## src/rtl/idle_sleep_pkg.sv

```systemverilog
`timescale 1ns/1ps
package idle_sleep_pkg;
    typedef enum logic [1:0] {
        ST_OFF    = 2'd0,
        ST_ARMED  = 2'd1,
        ST_ASLEEP = 2'd2,
        ST_FORCED = 2'd3
    } sleep_state_t;

    localparam logic [7:0] STATUS_READY = 8'h80;

    localparam logic [1:0] SEL_DOUT   = 2'd0;
    localparam logic [1:0] SEL_STATUS = 2'd1;
    localparam logic [1:0] SEL_DATA   = 2'd2;
endpackage

```

## src/rtl/idle_qualifier.sv

```systemverilog
`timescale 1ns/1ps
module idle_qualifier
    import idle_sleep_pkg::*;
#(
    parameter int MOTORS = 4
) (
    input  logic [MOTORS-1:0] motor_bits,
    input  logic [7:0]        main_status,
    input  logic              intr,
    input  logic              hut_expired,
    output logic              idle_ok
);
    logic motors_off;
    logic ctrl_ready;

    assign motors_off = (motor_bits == '0);
    // A polled interrupt may be pending with status showing ready.
    assign ctrl_ready = (main_status == STATUS_READY) && !intr;
    assign idle_ok    = motors_off && ctrl_ready && hut_expired;
endmodule

```

## src/rtl/wake_decoder.sv

```systemverilog
`timescale 1ns/1ps
module wake_decoder
    import idle_sleep_pkg::*;
#(
    parameter int MOTORS = 4
) (
    input  logic              acc_valid,
    input  logic              acc_write,
    input  logic [1:0]        acc_sel,
    input  logic [MOTORS-1:0] acc_motor,
    output logic              wake_hit
);
    logic dout_spin;
    logic status_rd;
    logic data_any;

    assign dout_spin = acc_write && (acc_sel == SEL_DOUT) && (acc_motor != '0);
    assign status_rd = !acc_write && (acc_sel == SEL_STATUS);
    assign data_any  = (acc_sel == SEL_DATA);
    assign wake_hit  = acc_valid && (dout_spin || status_rd || data_any);
endmodule

```

## src/rtl/idle_timer.sv

```systemverilog
`timescale 1ns/1ps
module idle_timer #(
    parameter int IDLE_TICKS = 10000
) (
    input  logic clk,
    input  logic rst_n,
    input  logic clear,
    input  logic run,
    input  logic tick,
    output logic expired
);
    localparam int CW = $clog2(IDLE_TICKS + 1);
    localparam logic [CW-1:0] LAST = CW'(IDLE_TICKS - 1);

    logic [CW-1:0] count_q;

    assign expired = run && tick && (count_q == LAST);

    always_ff @(posedge clk or negedge rst_n) begin
        if (!rst_n) begin
            count_q <= '0;
        end else if (clear || expired) begin
            count_q <= '0;
        end else if (run && tick) begin
            count_q <= count_q + 1'b1;
        end
    end
endmodule

```

## src/rtl/fdc_idle_sleep.sv

```systemverilog
`timescale 1ns/1ps
module fdc_idle_sleep
    import idle_sleep_pkg::*;
#(
    parameter int MOTORS     = 4,
    parameter int IDLE_TICKS = 10000
) (
    input  logic              clk,
    input  logic              rst_n,
    input  logic              tick,
    input  logic              auto_en,
    input  logic              soft_rst,
    input  logic              direct_pd,
    input  logic [MOTORS-1:0] motor_bits,
    input  logic [7:0]        main_status,
    input  logic              intr,
    input  logic              hut_expired,
    input  logic              acc_valid,
    input  logic              acc_write,
    input  logic [1:0]        acc_sel,
    input  logic [MOTORS-1:0] acc_motor,
    output logic              core_sleep,
    output logic              timer_run
);
    sleep_state_t state_q, state_d;
    logic idle_ok, wake_hit, expired;
    logic tmr_run, tmr_clear;
    logic sleep_q, run_q;

    idle_qualifier #(.MOTORS(MOTORS)) u_qual (
        .motor_bits (motor_bits),
        .main_status(main_status),
        .intr       (intr),
        .hut_expired(hut_expired),
        .idle_ok    (idle_ok)
    );

    wake_decoder #(.MOTORS(MOTORS)) u_wake (
        .acc_valid(acc_valid),
        .acc_write(acc_write),
        .acc_sel  (acc_sel),
        .acc_motor(acc_motor),
        .wake_hit (wake_hit)
    );

    // Counts only unbroken idle time in ST_ARMED; any break reloads.
    assign tmr_run   = (state_q == ST_ARMED) && idle_ok && !wake_hit;
    assign tmr_clear = !tmr_run;

    idle_timer #(.IDLE_TICKS(IDLE_TICKS)) u_timer (
        .clk    (clk),
        .rst_n  (rst_n),
        .clear  (tmr_clear),
        .run    (tmr_run),
        .tick   (tick),
        .expired(expired)
    );

    always_comb begin
        state_d = state_q;
        unique case (state_q)
            ST_OFF:    if (auto_en)    state_d = ST_ARMED;
            ST_ARMED:  if (expired)    state_d = ST_ASLEEP;
            ST_ASLEEP: if (wake_hit)   state_d = ST_ARMED;
            ST_FORCED: if (!direct_pd) state_d = auto_en ? ST_ARMED : ST_OFF;
            default:                   state_d = ST_OFF;
        endcase
        if (!auto_en && state_q != ST_FORCED) state_d = ST_OFF;
        if (direct_pd)                        state_d = ST_FORCED;
        if (soft_rst)                         state_d = ST_OFF;
    end

    // State register.
    always_ff @(posedge clk or negedge rst_n) begin
        if (!rst_n) begin
            state_q <= ST_OFF;
        end else begin
            state_q <= state_d;
        end
    end

    // Output register.
    always_ff @(posedge clk or negedge rst_n) begin
        if (!rst_n) begin
            sleep_q <= 1'b0;
            run_q   <= 1'b0;
        end else begin
            sleep_q <= (state_d == ST_ASLEEP) || (state_d == ST_FORCED);
            run_q   <= (state_d == ST_ARMED);
        end
    end

    // A wake access lifts sleep in its own cycle so it can complete.
    assign core_sleep = sleep_q &&
        !((state_q == ST_ASLEEP) && (wake_hit || soft_rst));
    assign timer_run  = run_q;
endmodule

```

## config.mk

```make
export PLATFORM = sky130hd
export DESIGN_NAME = fdc_idle_sleep
export DESIGN_NICKNAME = d
export VERILOG_FILES = /design/src/rtl/idle_sleep_pkg.sv /design/src/rtl/idle_qualifier.sv /design/src/rtl/wake_decoder.sv /design/src/rtl/idle_timer.sv /design/src/rtl/fdc_idle_sleep.sv
export SDC_FILE = /design/constraint.sdc
export NUM_CORES = 1
export LEC_CHECK = 0
export BUFFER_PORTS_ARGS = -buffer_cell sky130_fd_sc_hd__buf_2
export CAP_MARGIN = 20
export CORE_MARGIN = 3
export CORE_UTILIZATION = 58
export CTS_BUF_LIST = sky130_fd_sc_hd__clkbuf_4
export CTS_CLUSTER_SIZE = 12
export DETAILED_ROUTE_END_ITERATION = 7
export MAX_ROUTING_LAYER = met4
export PLACE_DENSITY_LB_ADDON = 0.12
export SYNTH_ARGS = -nofsm -noshare
export SYNTH_HDL_FRONTEND = slang
export SYNTH_SLANG_ARGS = --single-unit
```

## constraint.sdc

```tcl
create_clock -name clk -period 4 [get_ports clk]
set_input_delay 0.8 -clock clk [delete_from_list [all_inputs] [get_ports clk]]
set_output_delay 0.8 -clock clk [all_outputs]
set_load 0.02 [all_outputs]
```

==> results.yml, run 1 <==
yosys:
  synth_cells: 115
  synthArstFlopShare_pct: 100.0
  ys_ff_latch: 18
  avgSynthCellArea_um2: 9.999
  synth_edf_count: 0
  ys_types: 36
  yosys_most_used_dff: "dfrtp_1"
  synth_fp_nets: 144
  yosysWarnings: 0
  syn-cell-area_um2: 1150
  ys_seq_area_share_pct: 39.17
final_layout:
  diodes: 0
  fin_nets: 175
  post-route-util_pct: 73.19
  area_growth_syn_to_layout_pct: 14.69
  drive_above_1_share_pct: 29.66
  layout.cells.non_filler: 170
  final_area_um2: 1319
cts:
  cts_buffers: 3
  insertion_delay_ns: 0.30
  cts_buffer_depth: 2
  htreeDepth: 1
  cts_tree: "yes"
  cts_hold_buf: 0
  cts_resized: 0
  clock_sinks: 18
  clkTransAtPathRegs_ns: 0.10
  cts_setup_buffers: 0
  root_buffer: "clkbuf_4"
setup_path:
  critPathCaptureType: "output pin"
  path_common_cell: "buf_2"
  crit_buf_inv: 2
  cp_max_fo: 12
  crit_slowest_cell: "o211ai_1"
  arrival_ns: 2.34
  critical_path.max_stage_delay_ns: 0.77
  critPathTopFamily: "compound AO/OA/AOI/OAI gates"
  cp.required_ns: 3.20
  critPathLaunchType: "input pin"
  crit_type: "input pin to output pin"
  worstPathCellList: "buf_2 -> nand3b_1 -> o211ai_1 -> o21ai_0 -> and2_1 -> buf_2"
placement:
  post-place-cells: 166
  pre_cts_slack_ns: 0.8543
  dp.final_hpwl_um: 2040
  io_buffers: 29
  placed_area_um2: 1292
  place_congestion: 0.8905
sta:
  rsz0062_at_grt: "no"
  relSlewSlack_pct: 35.08
  min_period_ns: 3.140
  min_period_over_period_pct: 78.50
  hold_ws_ns: 0.4073
  finalSetupViolations: 0
  fin_skew_ns: 0.003538
  finalSetupTns_ns: 0
  final_hold_viol_count: 0
  finalWorstSetupSlack_ns: 0.8600
  worst_pin_slew_ns: 0.9695
  max_freq_mhz: 318.5
  drv_slew: 0
worst_hold_path:
  hp-class: "input pin to asynchronous set/reset pin"
outcome:
  status: "finished clean"
detailed_routing:
  vias: 1001
  drt_iter0_markers: 32
  drtPass1Iterations: 4
  via_per_inst: 5.888
  wl_um: 2556
  wl_per_cell_um: 15.04
  ant_nets: 0
  drc: 0
die:
  dieArea_um2: 2553
  num_io_pins: 30
  rows: 15
  core_um2: 1802
  initial_core_util_pct: 63.82
  die_x_um: 50.53
  die_y_um: 50.53
run:
  cap_violations: 0
power:
  ir_drop_mv: 0.2096
  total_power_mw: 0.3218
  p_leak_nw: 0.5368
  powerDensity_nw_per_um2: 244.0
grt:
  track_usage_pct: 22.67
  grt_max_degree: 19
  grt_pass1_wl_um: 4326
  globalRouteOverflowTotal: 0
  antenna_found_initial: 0
  grt_pass1_vias: 981
[cell usage after synthesis (2+ instances only)]
master    instances  share of area [%]
xor2_1           10                7.6
o21ai_0           2               0.87
buf_6             3                2.9
nand3b_1          3                2.0
nand3_1           4                1.7
dfrtp_1          18                 39
nor2_1           16                5.2
and2_1            2                1.1
o311ai_2          2                2.8
inv_1             4                1.3
nor4b_4           3                6.2
o31ai_1           4                2.6
nor3_1            6                2.6
nand4_1           4                2.2
nand2_1           7                2.3
a21oi_1           5                2.2
nor4_1            2                1.1
nor4_2            2                2.2
[layout by cell type, fill, tap and decap left out, types with 3 or more instances in the layout]
| cell type | Yosys | routed |
|---|---|---|
| buf_2 | 0 | 29 |
| dfrtp_1 | 18 | 18 |
| nor2_1 | 16 | 16 |
| xor2_1 | 10 | 10 |
| nand2_1 | 7 | 7 |
| nor3_1 | 6 | 6 |
| a21oi_1 | 5 | 5 |
| nand3_1 | 4 | 4 |
| inv_1 | 4 | 4 |
| nand4_1 | 4 | 4 |
| o31ai_1 | 4 | 4 |
| nor4b_4 | 3 | 3 |
| nand3b_1 | 3 | 3 |
| clkbuf_4 | 0 | 3 |
[logic make-up after synthesis]
kind of cell / after synthesis / synth area share [%]
flip-flops: 18 / 39.17
XOR/XNOR: 11 / 8.378
AND/OR/NAND/NOR: 58 / 33.95
buffers and inverters: 7 / 4.243
adder cells (fa/ha/maj): 1 / 1.088
AO/OA/AOI/OAI: 19 / 12.19
multiplexers: 1 / 0.9793
[power breakdown]
| part | total (mW) | internal [mW] | switching, mW |
|---|---|---|---|
| Clock | 0.0942 | 0.0364 | 0.0579 |
| Sequential | 0.186 | 0.184 | 0.00168 |
| Combinational | 0.0418 | 0.0182 | 0.0235 |
[registers in the layout, indices dropped and copies added, names as in the netlist]
name / cells
timer_run: 1
u_timer.count_q: 14
sleep_q: 1
state_q: 2
[path summary, 6_finish.rpt]
check                                                 from                              end  slack [ns]  depth (start not counted)
setup / recovery                                acc_sel[0]                       core_sleep        0.86                          6
max in group asynchronous                            rst_n   u_timer.count_q[2]$_DFFE_PN0P_        3.31                          1
hold / removal                                       rst_n  u_timer.count_q[13]$_DFFE_PN0P_        0.41                          1
min in group clk           u_timer.count_q[13]$_DFFE_PN0P_  u_timer.count_q[13]$_DFFE_PN0P_        0.57                          2
setup reg to reg            u_timer.count_q[0]$_DFFE_PN0P_   u_timer.count_q[3]$_DFFE_PN0P_        2.19                          6
hold reg to reg            u_timer.count_q[13]$_DFFE_PN0P_  u_timer.count_q[13]$_DFFE_PN0P_        0.57                          2
[area by class of cell]
class | count | area (um^2)
timing repair buffer | 29 | 145.1
sequential | 18 | 450.4
clock buffer | 3 | 22.52
inverter | 4 | 15.01
clock inverter | 1 | 3.754
multi-input combinational | 90 | 650.6
fill | 145 | 483.0
tap | 25 | 31.28
[metal layers]
| metal | routed length (um) | vias to the layer above | global-route usage, % | part of all wire [%] |
|---|---|---|---|---|
| met5 | 0 | - | - | 0 |
| met4 | 35 | 0 | 7.175 | 1.4 |
| met2 | 1258 | 48 | 35.65 | 49 |
| met1 | 1073 | 469 | 29.96 | 42 |
| li1 | - | 479 | - | - |
| met3 | 188 | 5 | 3.858 | 7.4 |
No activity file was read; power rests on OpenSTA's default activity.
==> run 2: changes to the inputs <==
--- a/config.mk
+++ b/config.mk
@@ -8,7 +8,7 @@
 export BUFFER_PORTS_ARGS = -buffer_cell sky130_fd_sc_hd__buf_2
 export CAP_MARGIN = 20
 export CORE_MARGIN = 3
-export CORE_UTILIZATION = 58
+export CORE_UTILIZATION = 49
 export CTS_BUF_LIST = sky130_fd_sc_hd__clkbuf_4
 export CTS_CLUSTER_SIZE = 12
 export DETAILED_ROUTE_END_ITERATION = 7
==> constraint.sdc (replaced) <==
create_clock -name clk -period 2.6 [get_ports clk]
set_input_delay 0.52 -clock clk [delete_from_list [all_inputs] [get_ports clk]]
set_output_delay 0.52 -clock clk [all_outputs]
set_load 0.02 [all_outputs]
==> results.yml, run 2 (synthesis gave the netlist of run 1 again) <==
sta:
  finalSetupTns_ns: 0
  min_period_over_period_pct: 75.85
  drv_slew: 0
  final_hold_viol_count: 0
  relSlewSlack_pct: 72.57
  max_freq_mhz: 507.0
  fin_skew_ns: 0.008571
  rsz0062_at_grt: "no"
  min_period_ns: 1.972
  worst_pin_slew_ns: 0.4057
  finalSetupViolations: 0
final_layout:
  drive_above_1_share_pct: 30.14
  regMostFlops: "u_timer.count_q"
  diodes: 0
  layout_common_cells: "buf_2 (29), dfrtp_1 (18), nor2_1 (16)"
  largest_registers: "u_timer.count_q x14, state_q x2"
  layout_commonest_cell: "buf_2"
  fin_nets: 176
  fillers: 188
  largest_reg_flops: 14
  area_growth_syn_to_layout_pct: 15.56
setup_path:
  critical_path.startpoint: "acc_motor[1]"
  worstReg2RegEnd: "u_timer.count_q[11]$_DFFE_PN0P_"
  worst_r2r_path_depth: 5
  r2r-start: "state_q[1]$_DFF_PN0_"
  critPathLaunchType: "input pin"
  arrival_ns: 1.45
  cp_max_fo: 2
  cp.required_ns: 2.08
  crit_type: "input pin to output pin"
  rrSetupSlack_ns: 0.85
  critPathCaptureType: "output pin"
  endpoint: "core_sleep"
placement:
  io_buffers: 29
  place_congestion: 0.8549
  dp.final_hpwl_um: 1911
cts:
  clock_sinks: 18
  insertion_delay_ns: 0.30
  cts_setup_buffers: 0
  cts_resized: 0
  cts_buffer_depth: 2
  htreeDepth: 1
  cts_tree: "yes"
  cts_buffers: 3
  cts_hold_buf: 0
  clkTransAtPathRegs_ns: 0.11
  root_buffer: "clkbuf_4"
die:
  core_um2: 2082
  die_y_um: 54.44
  rows: 16
  dieArea_um2: 2964
  initial_core_util_pct: 55.23
  die_x_um: 54.44
  num_io_pins: 30
grt:
  globalRouteOverflowTotal: 0
  antenna_found_initial: 0
  grt_max_degree: 19
  grt_pass1_vias: 929
  grt_pass1_wl_um: 3891
  track_usage_pct: 18.44
power:
  powerDensity_nw_per_um2: 373.0
  ir_drop_mv: 0.3576
  p_leak_nw: 0.5419
  total_power_mw: 0.4956
outcome:
  status: "finished clean"
detailed_routing:
  via_per_inst: 5.509
  ant_nets: 0
  wl_um: 2370
  drc: 0
  wl_per_cell_um: 13.70
  vias: 953
  drtPass1Iterations: 4
  drt_iter0_markers: 15
run:
  cap_violations: 0
worst_hold_path:
  hp-class: "input pin to asynchronous set/reset pin"
run 2: changes by cell type in the layout (fill, tap and decap cells not counted), sizes merged:
cell and delta:
buf +1
run 2: metrics by stage:
stage,hold slack (ns),cells,setup WS [ns],cell area (um^2),util [%]
final,0.1316,173,0.6278,1329,63.82
after global placement,0.4663,169,0.6194,1303,62.56
after global routing,0.1438,173,0.5045,1329,63.82
after floorplan,0.2244,115,0.6013,1150,-
after CTS,0.1381,173,0.6108,1329,63.82
after detailed placement,0.4710,169,0.5725,1303,62.56
run 2: per-layer routing:
metal	GRT usage (%)	up-vias	routed length (um)
met5	-	-	0
met3	4.905	2	129
met2	28.69	25	1112
li1	-	485	-
met1	23.95	441	1116
met4	4.149	0	11
run 2: worst max-delay path, cell delays in order:
cell and delay, ns:
buf_2 0.10, nor4_2 0.25, o211ai_1 0.15, o21ai_0 0.14, and2_1 0.13, buf_2 0.15
run 2: layout make-up:
cell class	count	area [um^2]	area share [%]
multi-input combinational	90	650.6	48.96
sequential	18	450.4	33.90
timing repair buffer	30	152.6	11.49
tap	27	33.78	2.542
clock buffer	3	22.52	1.695
inverter	4	15.01	1.130
clock inverter	1	3.754	0.2825
run 2: how the worst min path moves through the flow:
stage	endpoint	from	slack, ns	cells after the start
2_1_floorplan	sleep_q$_DFF_PN0_	rst_n	0.22	0
6_report	u_timer.count_q[8]$_DFFE_PN0P_	rst_n	0.13	1
3_3_place_gp	u_timer.count_q[13]$_DFFE_PN0P_	rst_n	0.47	1
5_1_grt	u_timer.count_q[12]$_DFFE_PN0P_	rst_n	0.14	1
4_1_cts	u_timer.count_q[10]$_DFFE_PN0P_	rst_n	0.14	1
3_5_place_dp	u_timer.count_q[13]$_DFFE_PN0P_	rst_n	0.47	1
run 2: where the power goes:
part	total (mW)	switching, mW	internal (mW)	leakage, nW
registers	0.286	0.00224	0.283	0.247
logic	0.0659	0.0363	0.0296	0.279
clock network	0.144	0.0881	0.0559	0.0154
==> run 3: changes to the inputs <==
==> constraint.sdc (replaced) <==
create_clock -name clk -period 1.7 [get_ports clk]
set_input_delay 0.34 -clock clk [delete_from_list [all_inputs] [get_ports clk]]
set_output_delay 0.34 -clock clk [all_outputs]
set_load 0.02 [all_outputs]
==> results.yml, run 3 (synthesis gave the netlist of run 1 again) <==
setup_path:
  r2r-start: "u_timer.count_q[0]$_DFFE_PN0P_"
  critical_path.startpoint: "u_timer.count_q[0]$_DFFE_PN0P_"
  cp.required_ns: 1.92
  critPathLaunchType: "flip-flop"
  cp_max_fo: 5
  worst_r2r_path_depth: 6
  worstReg2RegEnd: "u_timer.count_q[12]$_DFFE_PN0P_"
  crit_type: "flip-flop to flip-flop"
  arrival_ns: 1.85
  critPathCaptureType: "flip-flop"
  rrSetupSlack_ns: 0.06
final_layout:
  largest_reg_flops: 14
  diodes: 0
  fin_nets: 186
  drive_above_1_share_pct: 39.35
  largest_registers: "u_timer.count_q x14, state_q x2"
  regArea_um2: 450.4
  regMostFlops: "u_timer.count_q"
  multi_input_area_um2: 698.2
  layout_commonest_cell: "buf_2"
  area_growth_syn_to_layout_pct: 26.12
  final_area_um2: 1450
  layout_common_cells: "buf_2 (29), dfrtp_1 (18), nor2_1 (15)"
  fillers: 171
sta:
  max_freq_mhz: 611.3
  min_period_ns: 1.636
  finalSetupViolations: 0
  relSlewSlack_pct: 72.62
  rsz0062_at_grt: "yes"
  hold_ws_ns: 0.2567
  worst_pin_slew_ns: 0.4070
  drv_slew: 0
  min_period_over_period_pct: 96.23
  fin_skew_ns: 0.008355
  final_hold_viol_count: 0
power:
  ir_drop_mv: 0.4473
  powerDensity_nw_per_um2: 524.4
  total_power_mw: 0.7605
  p_leak_nw: 0.5939
cts:
  clkTransAtPathRegs_ns: 0.09
  cts_buffers: 3
  insertion_delay_ns: 0.29
  cts_buffer_depth: 2
  clock_sinks: 18
  htreeDepth: 1
  root_buffer: "clkbuf_4"
  cts_tree: "yes"
grt:
  globalRouteOverflowTotal: 0
  grt_pass1_wl_um: 4146
  track_usage_pct: 19.94
  grt_pass1_vias: 1001
  grt_max_degree: 19
  antenna_found_initial: 0
placement:
  placed_area_um2: 1363
  dp.final_hpwl_um: 1994
  place_congestion: 0.8500
  io_buffers: 29
detailed_routing:
  vias: 1031
  drt_iter0_markers: 15
  drc: 0
  drtPass1Iterations: 4
  ant_nets: 0
  wl_per_cell_um: 14.38
  via_per_inst: 5.665
  wl_um: 2618
die:
  initial_core_util_pct: 55.23
  dieArea_um2: 2964
  core_um2: 2082
  rows: 16
  num_io_pins: 30
  die_x_um: 54.44
  die_y_um: 54.44
worst_hold_path:
  min_from: "soft_rst"
  hp-class: "input pin to flip-flop"
  whs_path_depth: 2
  holdPathEnd: "state_q[1]$_DFF_PN0_"
run:
  cap_violations: 0
outcome:
  status: "finished clean"
==> run 3: worst max path at each step <==
stage / endpoint / cells past startpoint
final: u_timer.count_q[12]$_DFFE_PN0P_ / 6
after global routing: u_timer.count_q[12]$_DFFE_PN0P_ / 6
after CTS: core_sleep / 4
after detailed placement: u_timer.count_q[10]$_DFFE_PN0P_ / 6
after global placement: u_timer.count_q[10]$_DFFE_PN0P_ / 7
after floorplan: core_sleep / 5
==> run 3: report_power, final <==
group	switching, mW	internal [mW]	leakage (nW)
registers	0.00369	0.433	0.247
logic	0.0628	0.0520	0.333
clock network	0.126	0.0823	0.0138
total	0.193	0.568	0.594
==> run 3: metrics by stage <==
stage / setup TNS [ns] / setup WS [ns] / std cells / util, %
CTS: 0 / 0.000002776 / 181 / 67.01
finish: 0 / 0.06414 / 182 / 69.65
detailed placement: -0.07142 / -0.03521 / 177 / 65.44
global placement: 0 / 0.005415 / 177 / 65.44
floorplan: 0 / 0.06127 / 115 / -
global route: -0.1487 / -0.06864 / 182 / 69.65
==> run 3: critical path, stage by stage (launching register included) <==
cell,delay [ns]
dfrtp_1,0.37
ha_1,0.19
nand3_1,0.20
nor4_2,0.41
o31ai_2,0.14
xor2_1,0.16
nor2_1,0.10
==> run 3: routing by layer <==
layer / up-vias / GRT usage (%) / routed length (um)
li1: 503 / - / -
met1: 492 / 24.20 / 1103
met2: 30 / 32.87 / 1328
met3: 6 / 3.815 / 138
met4: 0 / 7.054 / 48
met5: - / - / 0
==> run 3: repair_timing <==
item,in CTS,in global routing
setup endpoints to repair,0,11
hold buffers,1,0
gates resized for setup,0,10
hold endpoints to repair,18,0
setup buffers,0,1
==> run 3: final cells by class <==
class / instances / share of cell area [%]
clock buffer: 3 / 1.553
inverter: 4 / 1.035
multi-input combinational: 90 / 48.15
sequential: 18 / 31.06
tap: 27 / 2.330
timing repair buffer: 40 / 15.88
